### src/rtl/cpt_pkg.sv
// Package: shared types for the two-stage prescaled PWM generator.
// Assumes: nothing beyond IEEE 1800-2017 packages.
package cpt_pkg;

    // Phase of the PWM stage.
    typedef enum logic {
        PH_LOW  = 1'b0,
        PH_HIGH = 1'b1
    } phase_e;

    // Default widths for the prescaler and for one phase-length field.
    localparam int DEF_PRESC_W = 16;
    localparam int DEF_PHASE_W = 8;

endpackage : cpt_pkg

### src/rtl/cpt_prescaler.sv
// Module: cpt_prescaler
// Reloading down-counter. When it reaches zero it reloads from reload_val and
// flips tick. The step strobe is high in the cycle that ends with a reload,
// which is exactly the cycle before each tick transition, rising or falling.
// Assumes: start and run are mutually exclusive (start only while run is low).
module cpt_prescaler #(
    parameter int CNT_W = cpt_pkg::DEF_PRESC_W
) (
    input  logic             clk,
    input  logic             rst_n,
    input  logic             start,
    input  logic             run,
    input  logic [CNT_W-1:0] reload_val,
    output logic             tick,
    output logic             step
);

    localparam logic [CNT_W-1:0] ZERO = '0;
    localparam logic [CNT_W-1:0] ONE  = {{(CNT_W-1){1'b0}}, 1'b1};

    logic [CNT_W-1:0] cnt_q;

    // Strobe marking the reload edge, which is also the next tick transition.
    assign step = run && (cnt_q == ZERO);

    // Down-count, reload at zero and flip the tick; hold while not running.
    always_ff @(posedge clk) begin
        if (!rst_n) begin
            cnt_q <= ZERO;
            tick  <= 1'b0;
        end else if (start) begin
            cnt_q <= reload_val;
            tick  <= 1'b0;
        end else if (run) begin
            if (cnt_q == ZERO) begin
                cnt_q <= reload_val;
                tick  <= ~tick;
            end else begin
                cnt_q <= cnt_q - ONE;
            end
        end
    end

endmodule : cpt_prescaler

### src/rtl/cpt_pwm_core.sv
// Module: cpt_pwm_core
// Dual-phase PWM timer that advances once per step strobe. The high phase
// lasts (high length + 1) steps and the low phase (low length + 1) steps.
// Both lengths are sampled from the packed compare word when a period starts;
// the low length is kept in a shadow register so a mid-period write never
// changes the period in progress.
// Assumes: step is only high while the block is running.
module cpt_pwm_core #(
    parameter int PHASE_W = cpt_pkg::DEF_PHASE_W,
    localparam int CMP_W  = 2 * PHASE_W
) (
    input  logic             clk,
    input  logic             rst_n,
    input  logic             start,
    input  logic             step,
    input  logic [CMP_W-1:0] cmp,
    output logic             phase_high
);

    import cpt_pkg::*;

    localparam logic [PHASE_W-1:0] ZERO = '0;
    localparam logic [PHASE_W-1:0] ONE  = {{(PHASE_W-1){1'b0}}, 1'b1};

    logic [PHASE_W-1:0] hi_len;
    logic [PHASE_W-1:0] lo_len;
    logic [PHASE_W-1:0] cnt_q;
    logic [PHASE_W-1:0] lo_shadow_q;
    phase_e             ph_q;

    // Split the packed compare word into the two phase-length fields.
    assign hi_len = cmp[PHASE_W-1:0];
    assign lo_len = cmp[CMP_W-1:PHASE_W];

    // Count down the current phase and switch phase after its last step.
    always_ff @(posedge clk) begin
        if (!rst_n) begin
            cnt_q       <= ZERO;
            lo_shadow_q <= ZERO;
            ph_q        <= PH_LOW;
        end else if (start) begin
            cnt_q       <= hi_len;
            lo_shadow_q <= lo_len;
            ph_q        <= PH_HIGH;
        end else if (step) begin
            if (cnt_q == ZERO) begin
                if (ph_q == PH_HIGH) begin
                    ph_q  <= PH_LOW;
                    cnt_q <= lo_shadow_q;
                end else begin
                    ph_q        <= PH_HIGH;
                    cnt_q       <= hi_len;
                    lo_shadow_q <= lo_len;
                end
            end else begin
                cnt_q <= cnt_q - ONE;
            end
        end
    end

    // Report the current phase level.
    assign phase_high = (ph_q == PH_HIGH);

endmodule : cpt_pwm_core

### src/rtl/chained_pwm_timer.sv
// Module: chained_pwm_timer (top)
// Two cascaded timers on one clock. The prescaler sets the step length, and
// the PWM stage counts one step per prescaler tick transition. The enable is
// registered into a run flag; the cycle in which the enable is seen while the
// run flag is clear loads both stages. Both outputs are gated low while the
// block is not running.
// Assumes: compares are normally written while en is low; writes made while
// running are applied at the next reload boundary of the stage concerned.
module chained_pwm_timer #(
    parameter int PRESC_W = cpt_pkg::DEF_PRESC_W,
    parameter int PHASE_W = cpt_pkg::DEF_PHASE_W,
    localparam int CMP_W  = 2 * PHASE_W
) (
    input  logic               clk,
    input  logic               rst_n,
    input  logic               en,
    input  logic [PRESC_W-1:0] presc_cmp,
    input  logic [CMP_W-1:0]   pwm_cmp,
    output logic               pwm_out,
    output logic               tick_out
);

    logic run_q;
    logic start;
    logic presc_tick;
    logic presc_step;
    logic phase_high;

    // Register the enable into the run flag.
    always_ff @(posedge clk) begin
        if (!rst_n) begin
            run_q <= 1'b0;
        end else begin
            run_q <= en;
        end
    end

    // Load pulse on the first enabled cycle.
    assign start = en && !run_q;

    cpt_prescaler #(
        .CNT_W (PRESC_W)
    ) presc_i (
        .clk        (clk),
        .rst_n      (rst_n),
        .start      (start),
        .run        (run_q),
        .reload_val (presc_cmp),
        .tick       (presc_tick),
        .step       (presc_step)
    );

    cpt_pwm_core #(
        .PHASE_W (PHASE_W)
    ) pwm_i (
        .clk        (clk),
        .rst_n      (rst_n),
        .start      (start),
        .step       (presc_step),
        .cmp        (pwm_cmp),
        .phase_high (phase_high)
    );

    // Gate both outputs with the run flag.
    assign pwm_out  = run_q && phase_high;
    assign tick_out = run_q && presc_tick;

endmodule : chained_pwm_timer

### config.mk
export PLATFORM = sky130hd
export DESIGN_NAME = chained_pwm_timer
export DESIGN_NICKNAME = d
export VERILOG_FILES = /design/src/rtl/cpt_pkg.sv /design/src/rtl/cpt_prescaler.sv /design/src/rtl/cpt_pwm_core.sv /design/src/rtl/chained_pwm_timer.sv
export SDC_FILE = /design/constraint.sdc
export NUM_CORES = 1
export LEC_CHECK = 0
export BUFFER_PORTS_ARGS = -buffer_cell sky130_fd_sc_hd__buf_4
export CORE_ASPECT_RATIO = 1.75
export CORE_MARGIN = 1
export CORE_UTILIZATION = 55
export CTS_BUF_LIST = sky130_fd_sc_hd__clkbuf_2
export DETAILED_ROUTE_END_ITERATION = 8
export PLACE_DENSITY = 0.79
export SLEW_MARGIN = 20
export SYNTH_ARGS = -nofsm -noshare
export SYNTH_HDL_FRONTEND = slang
export SYNTH_SLANG_ARGS = --single-unit
### constraint.sdc
create_clock -name clk -period 2.5 [get_ports clk]
set_input_delay 0.25 -clock clk [delete_from_list [all_inputs] [get_ports clk]]
set_output_delay 0.25 -clock clk [all_outputs]
set_load 0.01 [all_outputs]
* After elaboration in Yosys (flattened, before gate mapping)
Cells that the tools add are included.
** Cells by class
- Muxes and demuxes :: 15
- Equality and inequality tests :: 1
- $add $sub $neg :: 2
- Bitwise gates (word level) :: 2
- Reduce and logical (&&, ||, !) cells :: 14
** Operators by type and width (count)
- 8-bit 2-to-1 mux :: 8
- 16-bit 2-to-1 mux :: 3
- 16-bit logical NOT :: 1
- 16-bit by 1-bit subtractor with 16-bit output (second input constant) :: 1
- 8-bit logical NOT :: 1
- 8-bit by 1-bit subtractor with 8-bit output (second input constant) :: 1
- 2-bit nonzero test :: 3
- 1-bit logical AND :: 4
- 1-bit 2-to-1 mux :: 4
- 2-bit AND reduction :: 2
- 3-bit AND reduction :: 1
- 2-bit != test (second input constant) :: 1
- 1-bit NOT :: 2
- 2-bit OR reduction :: 1
- 1-bit logical NOT :: 1
** Storage, ports and cells
- Word-level logic and storage cells :: 40
- Register bits :: 35
- Bits of input ports :: 35
- Output and inout port bits :: 2

* Longest topological paths before layout
- Depth in word-level cells :: 4
- Mapped depth :: 9
- Mapped depth without buffers :: 7

* Cells and area by module
A second synthesis with hierarchy kept.
** Unflattened totals
- Cells, all modules :: 283
- Area total of the unflattened synthesis :: 2214.6 µm²
** By module, submodules not included
- cpt_prescaler :: instances 1, cells an instance 154, seq. area each 340.3 µm², area each 1123.6 µm²
- cpt_pwm_core :: instances 1, cells an instance 124, seq. area each 340.3 µm², area each 1041.0 µm²
- chained_pwm_timer :: instances 1, cells an instance 5, seq. area each 20.0 µm², area each 50.0 µm²

* Least setup slack after synthesis
No wires, ideal clock.
- Path kind :: flip-flop to flip-flop
- Start point :: register presc_i.cnt_q[0]
- End point :: register presc_i.cnt_q[5]
- Setup time :: 0.120 ns
- Stages on the path, launching flop included :: 9
- Buffers on the path :: 1
- Arrival time :: 1.762 ns
- Required time :: 2.380 ns
- Clock period less this slack :: 1.882 ns
- Setup slack :: 0.618 ns
- Cell sequence :: dfxtp_1 -> inv_1 -> ha_1 -> nor4b_1 -> nand4_2 -> and2_1 -> buf_2 -> and3_1 -> o31a_1
** Between the ends
- Cells in the longest elaborated chain, start to end :: 4
- Elaborated cells between the ends (all ways) :: 5
- Those cells by class :: 1 x add/sub; 3 x mux; 1 x reduce/logical
** Ends and longest elaborated chain
- start, declared :: line cpt_prescaler.sv:21 : logic [CNT_W-1:0] cnt_q;
- start signal, assigned :: line cpt_prescaler.sv:32 : cnt_q <= reload_val;
- start signal, assigned :: line cpt_prescaler.sv:36 : cnt_q <= reload_val;
- start signal, assigned :: line cpt_prescaler.sv:39 : cnt_q <= cnt_q - ONE;
- 16-bit by 1-bit subtractor with 16-bit output or 16-bit logical NOT (tied branches) :: line cpt_prescaler.sv:39, cpt_prescaler.sv:35
- 16-bit 2-to-1 mux * :: line cpt_prescaler.sv:35 : if (cnt_q == ZERO) begin
- 16-bit 2-to-1 mux * :: line cpt_prescaler.sv:34 : end else if (run) begin
- 16-bit 2-to-1 mux * :: line cpt_prescaler.sv:31 : end else if (start) begin
Every way passes the cells marked *; elsewhere a longest branch is shown, timed or not. The select of a mux whose other input is x is not followed.
A chain may end at the register's enable or synchronous reset.

* Final worst setup path
Ends and elaborated chain as after synthesis.

==> qor.txt <==
Clk pin slew, worst setup/hold paths = 210 ps
worst hold slack = 52.50 ps
buffers added on ports = 36
Floorplan Core Area = 3904 um2
Setup Viol. Count Final = 0
crit path max fanout = 18
adder and majority cell fraction of the synthesized area = 2.227%
type of the setup path with the least slack = reg -> reg
I/O pins = 37
simple-gate area share of the yosys netlist = 30.96%
Worst IR Drop VDD = 0.4617 mV
depth of the CTS H-tree = 2
Initial Util = 57.56%
share of the clock period used by the worst path after layout = 87.41%
detailed-routing iteration count for the pre-antenna-repair pass = 5
filler instances = 354
Cell Int Power = 1.068 mW
Max-Slew Margin vs Limit = 36.74%
most common cell after layout, fill and taps aside = buf_4
CTS buffer count = 5
number of rows created at floorplan = 30
Clock Tree Buf Depth = 2
Worst EP arrival = 2510 ps
number of flops mapped to enable cells by yosys = 0
most frequently used flop master after synthesis = dfxtp_1
switching portion of total power = 38.06%
area growth from synthesis to final layout = 17.59%
first-pass GRT wire length = 10460 um
# nets final = 362
Cell variety after synth = 62
cells after synthesis = 287
floorplan die height = 86.56 um
number of slew-limit violations in the final report = 0
GRT Total Usage = 31.79%
die area = 4355 um2
hold violation count in the final report = 0
final weighted congestion in routability-driven placement = 0.9531
Logic pwr share = 36.6%
vias after detailed routing = 2364
CTS Root Cell = clkbuf_2
number of DRC violations after detailed-routing iteration 0 = 100
ratio of cells with drive above 1 in the final layout = 20.37%
largest net degree at the start of global routing = 39
quantity of gates resized following cts = 0
startpoint types = register
Worst Skew = 25.41 ps
TNS Setup = 0 ps
clock group share of total power = 22.2%
setup fix buffers added after clock tree synthesis = 0
total DRC errors in the routed layout = 0
reported max-cap violation count = 0
required time at the endpoint of the critical path = 2820 ps
CTS Hold Bufs = 0
remaining number of nets flagged by the antenna check after routing = 0
number of antenna violations at the first check in global routing = 0
highest clock rate = 0.4576 GHz
aggregate routed wire length = 6421 um
mean instance size in the synthesized netlist = 7.830 um2
fraction of synthesized area in multiplexers = 4.343%
Reg power frac = 41.1%
total global routing overflow = 0
highest-count cells in the layout ignoring fill and taps = buf_4 (45), nand2_1 (44), dfxtp_1 (35)
type of destination of the critical path = register
number of diodes added for antenna fixing = 0
total of warnings raised by yosys = 0
HP Class = in -> reg
power per cell area = 652.2 nW/um2
area share of xor/xnor cells in the synthesized design = 1.169%
total chip power = 1.724 mW
proportion of synthesized chip area in sequential cells = 31.18%
placement-stage cell area = 2574 um2
Cell Area, Synth = 2247 um2
result of the run = completed
mean routed wirelength per cell = 17.26 um
Synth Area in Compound Gates = 25.45%
half-perimeter wire length after placement = 4885 um
RSZ-0062 raised after global routing = false
Clk Latency, worst-skew pair = 410 ps
dominant combinational cell family by area after synthesis = simple AND/OR/NAND/NOR gates
post-route design area = 2643 um2
switching power summed over all nets = 0.6560 mW
Final min period = 2185 ps
Mapped Nets = 326
clock tree from TritonCTS = yes
width of the chip = 50.32 um
utilization after layout = 67.69%
total of flip-flops plus latches after synthesis = 35
via density per instance = 6.355
leakage power of the design = 1.049 nW
async set-or-reset flop fraction in the synthesized netlist = 0%
number of clock sinks = 35
Slew @ Worst Pin = 945.4 ps
number of global-route vias before repair = 2300
state kept, by name, summed over array words and instances (netlist names):
register           flops
presc_i.cnt_q         16
pwm_i.cnt_q            8
pwm_i.lo_shadow_q      8
presc_i.tick           1
pwm_i.phase_high       1
run_q                  1
layer usage:
layer	vias to the layer above	part of all wire, %	track usage [%]
li1	1144	-	-
met3	24	3.7	5.439
met2	84	56	59.52
met5	-	0	0
met1	1112	36	31.27
met4	0	4.9	19.44
worst paths after layout:
path	start	to	slack (ps)	cells past startpoint
worst max-delay path	presc_i.cnt_q[0]	presc_i.cnt_q[5]	310	7
worst min-delay path	pwm_cmp[11]	pwm_i.lo_shadow_q[3]	50	3
worst max register to register	presc_i.cnt_q[0]	presc_i.cnt_q[5]	310	7
worst min register to register	pwm_i.lo_shadow_q[3]	pwm_i.lo_shadow_q[3]	480	2
power by group through the flow:
stage	Combinational [mW]	Sequential [mW]	Clock, mW
global route	0.693	0.717	0.418
global placement	0.613	0.717	0
detailed placement	0.624	0.719	0
finish	0.632	0.709	0.383
floorplan	0.453	0.691	0
CTS	0.627	0.707	0.390
cells in the mapped netlist, types with 4 or more instances:
| library cell | instances | area [um2] |
|---|---|---|
| o21ai_0 | 16 | 80.08 |
| dfxtp_1 | 35 | 700.7 |
| nor4b_1 | 4 | 35.03 |
| a21oi_1 | 11 | 55.05 |
| clkbuf_1 | 10 | 37.54 |
| nor3_1 | 9 | 45.04 |
| inv_1 | 9 | 33.78 |
| o21ai_1 | 9 | 45.04 |
| nand2_1 | 44 | 165.2 |
| or3_1 | 5 | 31.28 |
| mux2i_1 | 6 | 60.06 |
| nand3_1 | 18 | 90.09 |
| ha_1 | 4 | 50.05 |
| o22ai_1 | 5 | 31.28 |
| nor2_1 | 18 | 67.56 |
| and3_1 | 5 | 31.28 |
| a31oi_1 | 7 | 43.79 |
stage by stage:
stage,setup WS (ps),instances
2_1_floorplan,618.4,287
3_3_place_gp,409.2,364
3_5_place_dp,339.3,364
4_1_cts,337.6,372
5_1_grt,128.2,372
6_report,314.8,372
logic make-up after synthesis:
group / count (synthesis)
compound gates: 84
xor+xnor: 3
flops: 35
buf+inv: 25
simple gates: 127
mux: 9
fa+ha+maj: 4
area by class of cell:
class                           instances  area [um2]  share of cell area (%)
Multi-Input combinational cell        227        1441                   54.55
Tap cell                               48       60.06                   2.273
Clock buffer                            5       25.02                  0.9470
Clock inverter                          3       43.79                   1.657
Inverter                                9       33.78                   1.278
Sequential cell                        35       700.7                   26.52
Timing Repair Buffer                   45       337.8                   12.78
worst max-delay path, stage by stage (launching register included):
cell and delay (ps):
dfxtp_1 380, inv_1 110, ha_1 170, nor4b_1 300
nand4_2 150, and2_1 430, and3_1 290, o31a_1 280
No activity file was read; power rests on OpenSTA's default activity.
